--- src/rtl/simd_fcmp.sv ---
module simd_fcmp (
  input  logic         clk,
  input  logic         rst_n,
  input  logic         in_valid,
  input  logic [127:0] opa,
  input  logic [127:0] opb,
  input  logic [7:0]   imm,
  input  logic         dbl,
  input  logic         scalar,
  output logic         out_valid,
  output logic [127:0] result
);
  localparam int VEC_W = 128;
  localparam int SP_W  = 32;
  localparam int DP_W  = 64;
  localparam int SP_N  = VEC_W / SP_W;
  localparam int DP_N  = VEC_W / DP_W;

  // relation code: {unordered, less, equal}
  function automatic logic [2:0] rel_sp(input logic [SP_W-1:0] a, input logic [SP_W-1:0] b);
    logic an, bn;
    an = (a[30:23] == 8'hff) && (a[22:0] != '0);
    bn = (b[30:23] == 8'hff) && (b[22:0] != '0);
    if (an || bn)                            rel_sp = 3'b100;
    else if (a[30:0] == '0 && b[30:0] == '0) rel_sp = 3'b001;
    else if (a == b)                         rel_sp = 3'b001;
    else if (a[31] != b[31])                 rel_sp = {1'b0, a[31], 1'b0};
    else if (!a[31])                         rel_sp = {1'b0, a[30:0] < b[30:0], 1'b0};
    else                                     rel_sp = {1'b0, a[30:0] > b[30:0], 1'b0};
  endfunction

  function automatic logic [2:0] rel_dp(input logic [DP_W-1:0] a, input logic [DP_W-1:0] b);
    logic an, bn;
    an = (a[62:52] == 11'h7ff) && (a[51:0] != '0);
    bn = (b[62:52] == 11'h7ff) && (b[51:0] != '0);
    if (an || bn)                            rel_dp = 3'b100;
    else if (a[62:0] == '0 && b[62:0] == '0) rel_dp = 3'b001;
    else if (a == b)                         rel_dp = 3'b001;
    else if (a[63] != b[63])                 rel_dp = {1'b0, a[63], 1'b0};
    else if (!a[63])                         rel_dp = {1'b0, a[62:0] < b[62:0], 1'b0};
    else                                     rel_dp = {1'b0, a[62:0] > b[62:0], 1'b0};
  endfunction

  function automatic logic holds(input logic [2:0] p, input logic [2:0] r);
    logic un, lt, eq;
    {un, lt, eq} = r;
    case (p)
      3'd0:    holds = eq;
      3'd1:    holds = lt;
      3'd2:    holds = lt | eq;
      3'd3:    holds = un;
      3'd4:    holds = ~eq;
      3'd5:    holds = ~lt;
      3'd6:    holds = ~(lt | eq);
      default: holds = ~un;
    endcase
  endfunction

  logic [2:0]       pred;
  logic [VEC_W-1:0] mask_sp, mask_dp, next_res;
  logic             unused_imm;

  assign pred       = imm[2:0];
  assign unused_imm = ^imm[7:3];

  for (genvar g = 0; g < SP_N; g++) begin : g_sp
    assign mask_sp[g*SP_W +: SP_W] = {SP_W{holds(pred, rel_sp(opa[g*SP_W +: SP_W], opb[g*SP_W +: SP_W]))}};
  end

  for (genvar g = 0; g < DP_N; g++) begin : g_dp
    assign mask_dp[g*DP_W +: DP_W] = {DP_W{holds(pred, rel_dp(opa[g*DP_W +: DP_W], opb[g*DP_W +: DP_W]))}};
  end

  assign next_res = dbl ? (scalar ? {opa[VEC_W-1:DP_W], mask_dp[DP_W-1:0]} : mask_dp)
                        : (scalar ? {opa[VEC_W-1:SP_W], mask_sp[SP_W-1:0]} : mask_sp);

  always_ff @(posedge clk) begin
    if (!rst_n) begin
      out_valid <= 1'b0;
      result    <= '0;
    end else begin
      out_valid <= in_valid;
      if (in_valid) result <= next_res;
    end
  end
endmodule

--- config.mk ---
export PLATFORM = sky130hd
export DESIGN_NAME = simd_fcmp
export DESIGN_NICKNAME = d
export VERILOG_FILES = /design/src/rtl/simd_fcmp.sv
export SDC_FILE = /design/constraint.sdc
export NUM_CORES = 1
export LEC_CHECK = 0
export BUFFER_PORTS_ARGS = -buffer_cell sky130_fd_sc_hd__buf_2
export CORE_MARGIN = 2
export CORE_UTILIZATION = 40
export CTS_CLUSTER_SIZE = 30
export DETAILED_ROUTE_END_ITERATION = 8
export HOLD_SLACK_MARGIN = 0.08
export PLACE_DENSITY = 0.76
export SYNTH_ARGS = -nofsm -noshare
export SYNTH_HDL_FRONTEND = slang
export SYNTH_SLANG_ARGS = --single-unit
--- constraint.sdc ---
create_clock -name clk -period 3.4 [get_ports clk]
set_input_delay 0.34 -clock clk [delete_from_list [all_inputs] [get_ports clk]]
set_output_delay 0.34 -clock clk [all_outputs]
set_load 0.1 [all_outputs]
**Word level (Yosys, flattened, before mapping)**

Index checks and enable logic that the tools add are counted.

- Register bits: 129
- Latch bits: 0
- Bits in writable memories: 0
- ROM bits: 0
- Output and inout bits: 129
- Memories kept: 0

- Add/sub/neg operators: 0
- Multipliers: 0
- Divide/modulo/power cells: 0
- $lt $le $gt $ge: 12
- Equal/unequal tests: 28
- Shift operators: 0
- Mux-type cells: 39
- Bitwise operators: 30
- Reduce and logical (&&, ||, !) cells: 49

Operator list:

| kind | number |
|---|---|
| two-way mux 128 bit | 3 |
| zero test 63 bit | 4 |
| zero test 31 bit | 8 |
| nonzero test 52 bit | 4 |
| nonzero test 23 bit | 8 |
| == test 32 bit | 4 |
| == test 64 bit | 2 |
| greater-than comparator 63 bit | 2 |
| less-than comparator 63 bit | 2 |
| greater-than comparator 31 bit | 4 |
| less-than comparator 31 bit | 4 |
| == test 8 bit (second input constant) | 8 |
| two-way mux 2 bit | 24 |
| == test 11 bit (second input constant) | 4 |
| case mux 1 bit (7 select lines) | 6 |
| NOT 1 bit | 24 |
| logical AND 1 bit | 18 |
| two-way mux 3 bit | 6 |
| == test 3 bit (second input constant) | 3 |
| == test 3 x 2 -> 1 bit (second input constant) | 2 |
| logical OR 1 bit | 6 |
| bitwise OR 1 bit | 6 |
| != test 1 bit | 4 |
| == test 3 x 1 -> 1 bit (second input constant) | 1 |
| zero test 3 bit | 1 |

**Longest topological paths before layout**

Gate-level depths: netlist of run 1.

- Depth in word-level cells: 11
- Depth in mapped cells: 13
- Depth with buffers taken out: 12

**Worst setup path after synthesis of run 1**

OpenSTA, ideal clock, no wires.

- Kind: input to register
- Start point: in opb[114]
- End point: reg result[100]
- Library setup time: 0.075 ns
- Arrival time: 2.995 ns
- Slack: 0.330 ns
- Cell stages on the path: 13
- Buffers on the path: 1
- Path through: inv_1 -> ha_1 -> nand4_1 -> nor4_4 -> nand2_2 -> or3_4 -> a2111oi_2 -> o21ai_1 -> a311o_1 -> a211oi_4 -> nor3_2 -> buf_6 -> a31oi_2

- Word-level cells in the longest chain between the ends: 11
- Elaborated cells between the ends (all ways): 41
- Those cells by class: order compare (4); eq/ne (2); mux (15); bitwise (10); reduce/logical (10)

RTL lines:

| what | line | RTL |
|---|---|---|
| start, declared | 6 | `input logic [127:0] opb,` |
| less-than comparator 63 bit (tied with other cells) | 40 | `else if (!a[63]) rel_dp = {1'b0, a[62:0] < b[62:0], 1'b0};` |
| two-way mux 2 bit, on equally long branches | 40, 28 |  |
| two-way mux 2 bit, on equally long branches | 39, 27 |  |
| two-way mux 2 bit, on equally long branches | 38, 26 |  |
| two-way mux 2 bit, on equally long branches | 37, 25 |  |
| two-way mux 3 bit, on equally long branches | 36, 24 |  |
| bitwise OR 1 bit | 50, 54 |  |
| NOT 1 bit | 54 | `3'd6: holds = ~(lt \| eq);` |
| case mux 1 bit (7 select lines) | 47 | `case (p)` |
| two-way mux 128 bit, on equally long branches | 74, 75 |  |
| two-way mux 128 bit * | 74 | `assign next_res = dbl ? (scalar ? {opa[VEC_W-1:DP_W], mask_dp[DP_W-1:0]} : mask_dp)` |
| end signal, assigned | 83 | `if (in_valid) result <= next_res;` |
| end, declared | 11 | `output logic [127:0] result` |

Mark *: on every way between the ends. The rest lies on a longest branch, timed or not.
A chain may end at the register's enable or synchronous reset.

**Worst setup path in the final report of run 1**

- Start point: in opb[86]
- End point: reg result[86]

The elaborated chain is that of the path after synthesis.

==> results of run 1 <==
## cell families after synthesis
family                   share of synthesized area, %
AND/OR/NAND/NOR                                  22.8
AO/OA/AOI/OAI                                    26.6
buffers and inverters                            11.2
adder cells (fa/ha/maj)                          17.2
flip-flops                                       21.0
XOR/XNOR                                        0.563
multiplexers                                    0.657
## final cells by class
class                      count  area [µm²]  area share [%]
multi-input combinational    900        6430            51.0
timing repair buffer         514        2980            23.6
sequential                    98        1960            15.6
inverter                     143         537            4.26
tap                          313         392            3.10
clock buffer                   9         225            1.79
clock inverter                 7        75.1           0.595
antenna                        4        10.0          0.0794
## state kept, by name, summed over array words and instances, names as in the netlist
name       cells
out_valid      1
result        97
## path summary, 6_finish.rpt
path | end | slack, ns | depth (start not counted)
setup / recovery | result[86] | 0.13 | 15
hold reg to reg | result[32] | 0.49 | 2
setup reg to reg | result[31] | 1.81 | 3
hold / removal | result[33] | 0.27 | 3
## synth_stat cells (19+ instances only)
cell type | instances | area, µm²
inv_1 | 142 | 533
clkbuf_1 | 39 | 146
a21oi_1 | 73 | 365
buf_4 | 34 | 255
a211oi_2 | 31 | 388
a31oi_2 | 30 | 375
nand3_1 | 26 | 130
nand4_1 | 54 | 338
dfxtp_1 | 98 | 1960
nand2_1 | 151 | 567
a21oi_2 | 19 | 166
ha_1 | 128 | 1600
o21ai_0 | 97 | 485
nor4_1 | 66 | 413
nor2_1 | 68 | 255
nor3_1 | 26 | 130
## power breakdown
| group | internal, W | leakage, nW | total (W) | switching (W) |
|---|---|---|---|---|
| Sequential | 0.00125 | 0.815 | 0.00130 | 0.0000564 |
| Combinational | 0.000598 | 5.33 | 0.00232 | 0.00172 |
| Clock | 0.000518 | 0.142 | 0.00105 | 0.000529 |
| Total | 0.00236 | 6.29 | 0.00467 | 0.00231 |
## metrics by stage
step | utilization (%) | setup TNS (ns) | cells
finish | 55.4 | 0 | 1988
global route | 55.4 | -0.275 | 1986
CTS | 54.9 | 0 | 1980
detailed placement | 53.6 | -12.37 | 1964
global placement | 53.6 | -9.50 | 1964
floorplan | - | 0 | 1224
## metal layers
| layer | global-route usage (%) | wire length (µm) |
|---|---|---|
| met3 | 4.10 | 2340 |
| met5 | 0 | 0 |
| met4 | 13.0 | 1510 |
| met2 | 47.4 | 16400 |
| met1 | 30.4 | 13600 |
## timing repair
item,in CTS,in global routing
endpoints found under the setup margin,0,53
resized for setup,0,11
buffers inserted,0,4
## placed cells by master, fill, tap and decap left out, drive strengths merged, types with 36 or more instances in the layout
cell type,count
buf,514
nand2,152
inv,144
ha,128
o21ai,103
dfxtp,98
a21oi,92
nor4,70
nor2,68
nand4,54
a211oi,37
a31oi,36
## worst reg2reg max path, delay by kind of cell, from the launching register on
family	cells	cell delay, ns
DFF	1	0.84
and+or+nand+nor	1	0.32
AOI/OAI and AO/OA	2	0.37
==> impl_metrics.tcl, run 1 <==
set metrics [dict create \
    gp_congestion 0.976 \
    hp-start "opa[33]" \
    dieHeight_um 157 \
    cts_tree "done" \
    grt_max_degree 65 \
    die-area_um2 24600 \
    startpoint "opb[86]" \
    num_vias 10800 \
    r2r_start "result[31]" \
    cp_data_arrival_time_ns 3.55 \
    path_class "primary input to flip-flop" \
    drv_slew 0 \
    layout-drive-gt1-share_pct 38.1 \
    holdWs_ns 0.266 \
    area_delta_synth_final_pct 35.2 \
    antenna_found_initial 2 \
    startpoint_type "primary input" \
    slowest_stage "or3_4" \
    cp_cell_sequence "buf_2 -> inv_1 -> ha_1 -> nand4_1 -> nor4_4 -> nand3_2 -> or3_4 -> a2111oi_4 -> o21ai_1 -> a311o_1 -> a211oi_4 -> nor4_4 -> buf_4 -> buf_12 -> a21oi_1" \
    irDropWorstVdd_mv 0.201 \
    pwr_density_cell_nw_per_um2 370 \
    status "finished, final reports clean" \
    fin_crit_ns 3.27 \
    design_area_um2 12600 \
    core.rowCount 55 \
    cp-end-kind "flip-flop" \
    pre_cts_ws_ns -0.221 \
    fin_ws_ns 0.135 \
    cts.sinks 98 \
    ys.flop_type "dfxtp_1" \
    slowest_delay_ns 0.39 \
    synth_edf_count 0 \
    drc 0 \
    crit_family "compound AO/OA/AOI/OAI gates" \
    synth_cell_types 70 \
    cts_buffers 9 \
    port-buffer-count 392 \
    path_clk_slew_ns 0.08 \
    synth_area_um2 9330 \
    grt_usage_pct 26.4 \
    cp.required_ns 3.69 \
    max_cap_violations 0 \
    grt_pass1_vias 10300 \
    die_width_um 157 \
    async_flop_share_pct 0 \
    avgSynthCellArea_um2 7.62 \
    hold_viol 0 \
    final.fill_count 2203 \
    synth_seq_cells 98 \
    post-dp-hpwl_um 28100 \
    power.leakage_nw 6.29 \
    tightest_slew_ns 0.799 \
    synthesis.nets 1621 \
    grt.overflow.total 0 \
    grt_pass1_wl_um 51400 \
    timing.critical_path.mode_cell "nor4_4" \
    clk_latency_ns 0.36 \
    core_region_area_um2 22800 \
    finalSetupViolCount 0 \
    boundaryPins 398 \
    relSlewSlack_pct 46.6 \
    yosys_warnings 0 \
    root_buffer "clkbuf_16" \
    crit_fanout 15 \
    first_pass_iters 5 \
    drt-initial-drc-count 638 \
    yosysSeqAreaShare_pct 21.0 \
    initial_core_util_pct 41.0 \
    postCtsHoldBufs 0 \
    routed_wl_um 33800 \
    place_area_um2 12200 \
    power_w 0.00467 \
    cts_buffer_depth 2 \
    max_freq_ghz 0.306 \
    hold_path_class "primary input to flip-flop" \
    fin_nets 2063 \
    ant_nets 0 \
    cp_num_buf_inv 4 \
    syn_inst 1224 \
    htree_levels 3 \
    period_share_pct 96.0 \
    avgRoutedWirePerCell_um 17.0 \
    fin_skew_ns 0 \
    via_per_inst 5.44 \
]
(Power assumes the default switching activity.)
==> run 2: changes to the inputs <==
--- a/config.mk
+++ b/config.mk
@@ -5,7 +5,7 @@
 export SDC_FILE = /design/constraint.sdc
 export NUM_CORES = 1
 export LEC_CHECK = 0
-export BUFFER_PORTS_ARGS = -buffer_cell sky130_fd_sc_hd__buf_2
+export BUFFER_PORTS_ARGS = -buffer_cell sky130_fd_sc_hd__buf_4
 export CORE_MARGIN = 2
 export CORE_UTILIZATION = 40
 export CTS_CLUSTER_SIZE = 30
==> run 2 against run 1 <==
  * Non-clock buffer count shrank 33
  * Sequential share of layout area shrank 0.79 points
  * Cell area grew 5.3%
  * Routed wire length grew 2.9%
  * Register-to-register slack lost 0.19 ns
  * Global-route usage grew 0.83 points
  * Flip-flop and latch count is the same
  * Critical path depth shrank 2
  * Cell count shrank 1.9%
  * Highest routed layer unchanged
==> impl_metrics.tcl, run 2 (synthesis results as in run 1) <==
set metrics [dict create \
    layout_common_cells "buf_4 (473), nand2_1 (151), inv_1 (142)" \
    hold_path_class "primary input to flip-flop" \
    power.leakage_nw 6.40 \
    fin_skew_ns 0 \
    irDropWorstVdd_mv 0.226 \
    fin_crit_ns 3.26 \
    cts_buffer_depth 2 \
    grt.overflow.total 0 \
    grt_max_degree 68 \
    drt-initial-drc-count 548 \
    pwr-share-clk_pct 21.8 \
    max_freq_ghz 0.307 \
    via_per_inst 5.53 \
    crit_fanout 15 \
    cp.required_ns 3.69 \
    first_pass_iters 5 \
    switchingPower_w 0.00230 \
    largest_reg_flops 97 \
    die_width_um 157 \
    p_int_w 0.00252 \
    cp_data_arrival_time_ns 3.55 \
    relSlewSlack_pct 31.0 \
    port-buffer-count 392 \
    core.rowCount 55 \
    cts_buffers 9 \
    grt_pass1_wl_um 53100 \
    cts_tree "done" \
    status "finished, final reports clean" \
    finalNonFillerCells 1951 \
    dieHeight_um 157 \
    avgRoutedWirePerCell_um 17.8 \
    pwr_density_cell_nw_per_um2 362 \
    drv_slew 0 \
    multi_input_area_um2 6390 \
    post-dp-hpwl_um 28600 \
    final_common_cell "buf_4" \
    tightest_slew_ns 1.03 \
    postCtsHoldBufs 0 \
    die-area_um2 24600 \
    max_cap_violations 0 \
    comb_power_share_pct 51.0 \
    routed_wl_um 34800 \
    final.fill_count 2097 \
    switching_share_pct 47.7 \
    regArea_um2 1960 \
    seqPwrFrac_pct 27.2 \
    reg.largest.list "result x97, out_valid x1" \
    period_share_pct 95.9 \
    n_antenna_cell 0 \
    core_region_area_um2 22800 \
    placedCellCount 1933 \
    boundaryPins 398 \
    regMostFlops "result" \
    cp-end-kind "flip-flop" \
    initial_core_util_pct 41.0 \
    grt_pass1_vias 10400 \
    area_delta_synth_final_pct 42.4 \
    ant_nets 0 \
    drc 0 \
    antenna_found_initial 0 \
    holdWs_ns 0.269 \
    num_vias 10800 \
    path_clk_slew_ns 0.08 \
    grt_usage_pct 27.2 \
    path_class "primary input to flip-flop" \
    root_buffer "clkbuf_16" \
    finalSetupViolCount 0 \
    layout-drive-gt1-share_pct 36.6 \
    htree_levels 3 \
    gp_congestion 0.954 \
    cts.sinks 98 \
    fin_nets 2030 \
    clk_latency_ns 0.35 \
    startpoint_type "primary input" \
    hold_viol 0 \
]
run 2: cell count changes in the layout (fill, tap and decap cells not counted), moves of 2 or more:
cell      delta
buf_2      -391
buf_4      +358
diode_2      -4
nor4_1       +4
nor4_2       -4
clkinv_8     -2
inv_8        +2
run 2: what timing repair did:
item                       in CTS  in global routing
setup buffers                   0                  2
resized for setup               0                  6
setup endpoints to repair       0                 65
run 2: final timing paths:
path         slack (ns)       start  depth (start not counted)    endpoint
max reg2reg        1.62  result[31]                          3  result[31]
max                0.14     opb[86]                         13  result[85]
min reg2reg        0.49  result[32]                          2  result[32]
min                0.27     opa[57]                          3  result[57]
run 2: area by class of cell:
class / instances / area share (%)
Multi-Input combinational cell: 900 / 48.1
Timing Repair Buffer: 481 / 27.9
Sequential cell: 98 / 14.8
Inverter: 143 / 4.04
Tap cell: 313 / 2.95
Clock buffer: 10 / 1.80
Clock inverter: 6 / 0.424
run 2: worst max-delay path: stages:
cell       delay, ns
buf_4           0.12
nor4_1          0.38
buf_4           0.19
nand4_1         0.25
nor4_1          0.46
o32ai_1         0.20
a2111oi_2       0.37
o21ai_1         0.10
a311o_1         0.39
a211oi_4        0.28
nor4_4          0.14
buf_12          0.18
a21oi_1         0.13
run 2: metrics by stage:
| step | setup slack (ns) | total power (W) | TNS, ns | utilization (%) | cell area (µm²) |
|---|---|---|---|---|---|
| 2_1_floorplan | 0.330 | 0.00303 | 0 | - | 9330 |
| 3_3_place_gp | -0.194 | 0.00375 | -11.82 | 56.8 | 12900 |
| 3_5_place_dp | -0.294 | 0.00378 | -18.72 | 56.8 | 12900 |
| 4_1_cts | 0.0618 | 0.00484 | 0 | 58.1 | 13200 |
| 5_1_grt | -0.0550 | 0.00504 | -0.910 | 58.3 | 13300 |
| 6_report | 0.138 | 0.00482 | 0 | 58.3 | 13300 |
run 2: power by group through the flow:
stage / logic, W / registers, W / clock network [W]
2_1_floorplan: 0.00101 / 0.00203 / 0
4_1_cts: 0.00245 / 0.00131 / 0.00108
3_3_place_gp: 0.00241 / 0.00133 / 0
5_1_grt: 0.00260 / 0.00132 / 0.00112
6_report: 0.00246 / 0.00131 / 0.00105
3_5_place_dp: 0.00245 / 0.00134 / 0
run 2: metal layers:
layer	vias up	global-route usage, %	wire (µm)
met5	-	0	0
li1	5262	-	-
met3	96	5.70	2880
met4	0	14.1	1830
met1	4951	31.8	13600
met2	472	46.8	16500
